[src/rtl/cpm_pkg.sv]
package cpm_pkg;
   typedef enum logic [1:0] {
      CPM_IDLE   = 2'd0,
      CPM_ENTER  = 2'd1,
      CPM_ACTIVE = 2'd2,
      CPM_EXIT   = 2'd3
   } cpm_state_e;
endpackage

[src/rtl/cpm_sync.sv]
module cpm_sync #(
   parameter int STAGES = 0
) (
   input  logic clk,
   input  logic rst_n,
   input  logic din,
   output logic dout
);
   generate
      if (STAGES == 0) begin : g_direct
         assign dout = din;
      end else begin : g_chain
         logic [STAGES-1:0] sh_q;
         always_ff @(posedge clk or negedge rst_n) begin
            if (!rst_n) sh_q <= '0;
            else        sh_q <= {sh_q[STAGES-2+((STAGES>1)?0:1):0], din};
         end
         assign dout = sh_q[STAGES-1];
      end
   endgenerate
endmodule

[src/rtl/cpm_ctrl_reg.sv]
module cpm_ctrl_reg (
   input  logic clk,
   input  logic rst_n,
   input  logic wr_en,
   input  logic wr_req,
   input  logic wr_woi,
   input  logic vec_fetch,
   output logic req_q,
   output logic woi_q
);
   logic hw_clear;
   assign hw_clear = woi_q & vec_fetch;

   always_ff @(posedge clk or negedge rst_n) begin
      if (!rst_n) begin
         req_q <= 1'b0;
         woi_q <= 1'b0;
      end else begin
         if (hw_clear)   req_q <= 1'b0;
         else if (wr_en) req_q <= wr_req;
         if (wr_en)      woi_q <= wr_woi;
      end
   end
endmodule

[src/rtl/cpm_seq.sv]
module cpm_seq
   import cpm_pkg::*;
(
   input  logic clk,
   input  logic rst_n,
   input  logic req,
   input  logic done,
   output logic qreq,
   output logic ack
);
   cpm_state_e st_q, st_d;

   always_comb begin
      st_d = st_q;
      unique case (st_q)
         CPM_IDLE:   if (req)  st_d = CPM_ENTER;
         CPM_ENTER:  if (done) st_d = req ? CPM_ACTIVE : CPM_EXIT;
         CPM_ACTIVE: if (!req) st_d = CPM_EXIT;
         CPM_EXIT:   if (!done) st_d = CPM_IDLE;
         default:    st_d = CPM_IDLE;
      endcase
   end

   always_ff @(posedge clk or negedge rst_n) begin
      if (!rst_n) st_q <= CPM_IDLE;
      else        st_q <= st_d;
   end

   assign qreq = (st_q == CPM_ENTER) || (st_q == CPM_ACTIVE);
   assign ack  = (st_q == CPM_ACTIVE) || (st_q == CPM_EXIT);
endmodule

[src/rtl/cpm_handshake.sv]
module cpm_handshake #(
   parameter int REG_W       = 32,
   parameter int REQ_POS     = 0,
   parameter int ACK_POS     = 1,
   parameter int WOI_POS     = 2,
   parameter int SYNC_STAGES = 0
) (
   input  logic             clk,
   input  logic             rst_n,
   input  logic             reg_wr_en,
   input  logic [REG_W-1:0] reg_wdata,
   output logic [REG_W-1:0] reg_rdata,
   input  logic             vec_fetch,
   output logic             quiesce_req,
   input  logic             quiesce_done
);
   generate
      if (REG_W < 3) begin : g_bad_width
         $error("register width must hold three fields");
      end
      if (REQ_POS >= REG_W || ACK_POS >= REG_W || WOI_POS >= REG_W) begin : g_bad_pos
         $error("field position outside register");
      end
      if (REQ_POS == ACK_POS || REQ_POS == WOI_POS || ACK_POS == WOI_POS) begin : g_overlap
         $error("field positions overlap");
      end
      if (SYNC_STAGES < 0 || SYNC_STAGES > 4) begin : g_bad_sync
         $error("synchronizer depth out of range");
      end
   endgenerate

   logic req_q, woi_q, ack, done_s;
   logic unused_wbits;
   assign unused_wbits = ^reg_wdata;

   cpm_sync #(.STAGES(SYNC_STAGES)) u_sync (
      .clk  (clk),
      .rst_n(rst_n),
      .din  (quiesce_done),
      .dout (done_s)
   );

   cpm_ctrl_reg u_reg (
      .clk      (clk),
      .rst_n    (rst_n),
      .wr_en    (reg_wr_en),
      .wr_req   (reg_wdata[REQ_POS]),
      .wr_woi   (reg_wdata[WOI_POS]),
      .vec_fetch(vec_fetch),
      .req_q    (req_q),
      .woi_q    (woi_q)
   );

   cpm_seq u_seq (
      .clk  (clk),
      .rst_n(rst_n),
      .req  (req_q),
      .done (done_s),
      .qreq (quiesce_req),
      .ack  (ack)
   );

   always_comb begin
      reg_rdata          = '0;
      reg_rdata[REQ_POS] = req_q;
      reg_rdata[ACK_POS] = ack;
      reg_rdata[WOI_POS] = woi_q;
   end
endmodule

[config.mk]
export PLATFORM = sky130hd
export DESIGN_NAME = cpm_handshake
export DESIGN_NICKNAME = d
export VERILOG_FILES = /design/src/rtl/cpm_pkg.sv /design/src/rtl/cpm_sync.sv /design/src/rtl/cpm_ctrl_reg.sv /design/src/rtl/cpm_seq.sv /design/src/rtl/cpm_handshake.sv
export SDC_FILE = /design/constraint.sdc
export NUM_CORES = 1
export LEC_CHECK = 0
export BUFFER_PORTS_ARGS = -buffer_cell sky130_fd_sc_hd__buf_4
export CAP_MARGIN = 10
export CORE_MARGIN = 5
export CORE_UTILIZATION = 32
export DETAILED_ROUTE_END_ITERATION = 10
export GPL_TIMING_DRIVEN = 0
export PLACE_DENSITY = 0.9
export SETUP_SLACK_MARGIN = 0.15
export SYNTH_ARGS = -nofsm -noshare
export SYNTH_HDL_FRONTEND = slang
export SYNTH_SLANG_ARGS = --single-unit
[constraint.sdc]
create_clock -name clk -period 3.9 [get_ports clk]
set_clock_uncertainty 0.05 [all_clocks]
set_input_delay 0.78 -clock clk [delete_from_list [all_inputs] [get_ports clk]]
set_output_delay 0.78 -clock clk [all_outputs]
set_load 0.005 [all_outputs]
==> summary.md <==
| Metric | Value |
|---|---|
| Status | finished clean |
| Final Setup Violations | 0 |
| Met3 WL | around 120 µm |
| CP required | just over 3 ns |
| Cts hold-fix bufs | 0 |
| Drt wl/cell | 8.43 µm |
| Port Buffers | 10 |
| LEAKAGE | 0.454 nW |
| Metal2 WL | between 400 and 500 µm |
| Gp weighted congestion | 0.688 |
| Flops & latches, synth | 4 |
| Most area-consuming cells after synthesis | buf_4, dfrtp_1, ha_1, mux2i_2, mux2_2 |
| Most common cell after layout, fill and taps aside | buf_4 |
| Largest net degree at the start of global routing | 5 |
| Sequential area share after synthesis | 19.8% |
| Uppermost layer routed | met3 |
| Pre-antenna DRT Iters | 2 |
| Number of global-route vias before repair | just under 400 |
| Switching share of total power | 36.2% |
| Combinational power share | just over 60% |
| First-pass GRT wire length | around 1.6 mm |
| IO Count | 70 |
| HP Class | in -> async |
| Met1 Wirelength | ~350 µm |
| Initial antenna violation count | 0 |
| Setup slack at placement | 1.85 ns |
| R2R depth | 5 |
| Share of the synthesized area in the top cell type | roughly 48% |
| Cell taking the most area after synthesis | buf_4 |
| Clock share of power | 16.0% |
| CTS Root Cell | clkbuf_4 |
| Period utilization | 58.6% |
| Netlist cell types | 15 |
| Post-detailed-route count of antenna-violating nets | 0 |
| CTS tree | yes |
| CP peak stage delay | 0.37 ns |
| Peak supply drop | 0.259 mV |
| Pins Over Slew Limit | 0 |
| Synthesized area | about 500 µm² |
| Share of layout cells above drive strength 1 | a little over half |
| DR iter-0 viols | 2 |
| Worst R2R Start | u_seq.st_q[1] |
| Worst setup margin | between 1.5 and 2 ns |
| CP max-delay cell | dfrtp_1 |
| Cell Area, Placed | between 700 and 800 µm² |
| Worst setup path class | reg -> out |
| Core footprint | between 1500 and 2000 µm² |
| CP max FO | 4 |
| Number of remaining DRC errors | 0 |
| WP data arrival | roughly 1.5 ns |
| RSZ-0062 raised after global routing | no |
| Post-DP HPWL | 871 µm |
| Sequential share of power | between 20% and 30% |
| ANT cells | 0 |
| PwrDens | approximately 440 nW/µm² |
| CTS HTree Levels | 1 |
| Most frequent CP cell | buf_4 |
| Max-Cap Viols | 0 |
| Global-route usage over all layers | about 8% |
| Cells after synthesis | 55 |
| Clock Path Buffers | 2 |
| CP top delay family | flip-flops |
| Total number of vias | approximately 360 |
| Cts bufs inserted | 3 |
| Finished Cell Area | approximately 730 µm² |
| Fmax | roughly 440 MHz |
| Switch Pwr | roughly 0.12 mW |
| Final nets | 139 |
| Grt ovf | 0 |
| Starting density of the core | 33.6% |
| Area Growth Syn to Fin | 44.1% |
| Setup TNS | 0 ns |
| Worst setup SP type | register |
| Internal power | ~0.20 mW |
| Worst-Skew Late Latency | approximately 0.23 ns |
| Post-layout min period | between 2 and 2.5 ns |
| Most frequent cells in the layout | buf_4, conb_1, ha_1, dfrtp_1, clkbuf_4 |
| Final-layout fill cell count | ~160 |
| Clk sinks | 4 |
| Crit Reg-Reg Endpoint | u_seq.st_q[1] |
| Cells along the critical path | inv_1 -> ha_1 -> or2_2 -> buf_4 -> buf_4 |
| Final wirelength | approximately 940 µm |
| Vert. Die Dim | 49.7 µm |
| Die area | 2470 µm² |
| Reg clk slew, reported paths | approximately 0.04 ns |
| Hold Slack | about 0.28 ns |
| Crit. End Element | primary output |
| Final Non-Filler Cells | 112 |
| CP bufs+invs | 3 |
| Synthesized area per cell | just over 9 µm² |
| FF-to-FF setup slack | 2.44 ns |
| Post-CTS Setup Inserts | 0 |
| Die width | between 40 and 50 µm |
| Via-per-instance ratio | around 3.2 |
| Inst Count DP | 109 |
| Resized cells post-CTS | 0 |
| Std-Cell Rows | 14 |
| Hold Fails Final Rpt | 0 |
| Yosys warning count | 0 |
-- stage by stage --
step           power [mW]  util [%]
2_1_floorplan       0.207         -
3_3_place_gp        0.254      46.8
3_5_place_dp        0.271      46.8
4_1_cts             0.326      48.3
5_1_grt             0.353      48.3
6_report            0.319      48.3
-- how the worst max path moves through the flow --
stage / startpoint / to / slack, ns / cells past startpoint
after global routing: u_seq.st_q[0] / reg_rdata[1] / 1.54 / 5
final: u_seq.st_q[0] / reg_rdata[1] / 1.62 / 5
after floorplan: u_seq.st_q[0] / reg_rdata[1] / 2.02 / 4
after global placement: u_seq.st_q[0] / reg_rdata[1] / 1.89 / 5
after detailed placement: u_seq.st_q[0] / reg_rdata[1] / 1.85 / 5
after CTS: u_seq.st_q[0] / reg_rdata[1] / 1.59 / 5
-- logic make-up after synthesis --
family                     synth area share, %
other                                    0.742
buffers and inverters                     49.0
AOI/OAI and AO/OA                         6.93
adders and majority gates                 9.90
DFF                                       19.8
and+or+nand+nor                           3.96
muxes                                     9.65
-- flip-flops by register name (all words and copies together) (netlist names) --
| register | count |
|---|---|
| u_reg.woi_q | 1 |
| u_reg.req_q | 1 |
| u_seq.st_q | 2 |
-- area by class of cell --
type	instances	area, µm²	share of cell area, %
multi-input cells	45	263	36.1
plain buffers	32	240	33.0
flip-flops and latches	4	100	13.7
repair buffers	10	75.1	10.3
clock buffers	3	22.5	3.09
well taps	16	20.0	2.75
inverters	2	7.51	1.03
-- cell usage after synthesis --
cell type,n
o211ai_1,1
buf_4,32
a32oi_1,1
mux2i_2,2
or2_2,1
mux2i_1,1
dfrtp_1,4
a31o_1,1
ha_1,4
and2b_2,1
mux2_2,1
inv_1,2
conb_1,1
a21oi_1,2
nor3_1,1
-- per-layer routing --
layer	global-route usage [%]	up-vias
met3	4.52	0
met5	0	-
met1	8.06	137
met4	3.93	0
met2	13.1	25
li1	-	200
-- worst reg2reg max path: cells and delay by family (launching register included) --
kind                       cells  cell delay [ns]
buffers and inverters          1             0.10
adders and majority gates      1             0.23
muxes                          1             0.25
DFF                            1             0.39
AOI/OAI and AO/OA              2             0.33
-- power groups by stage --
stage                     clock, mW  sequential, mW  combinational [mW]
after floorplan                   0          0.0660               0.141
after detailed placement          0          0.0694               0.202
after CTS                    0.0557          0.0689               0.202
final                        0.0511          0.0690               0.199
after global routing         0.0574          0.0702               0.226
after global placement            0          0.0675               0.187
Power figures use the tool's default switching activity.
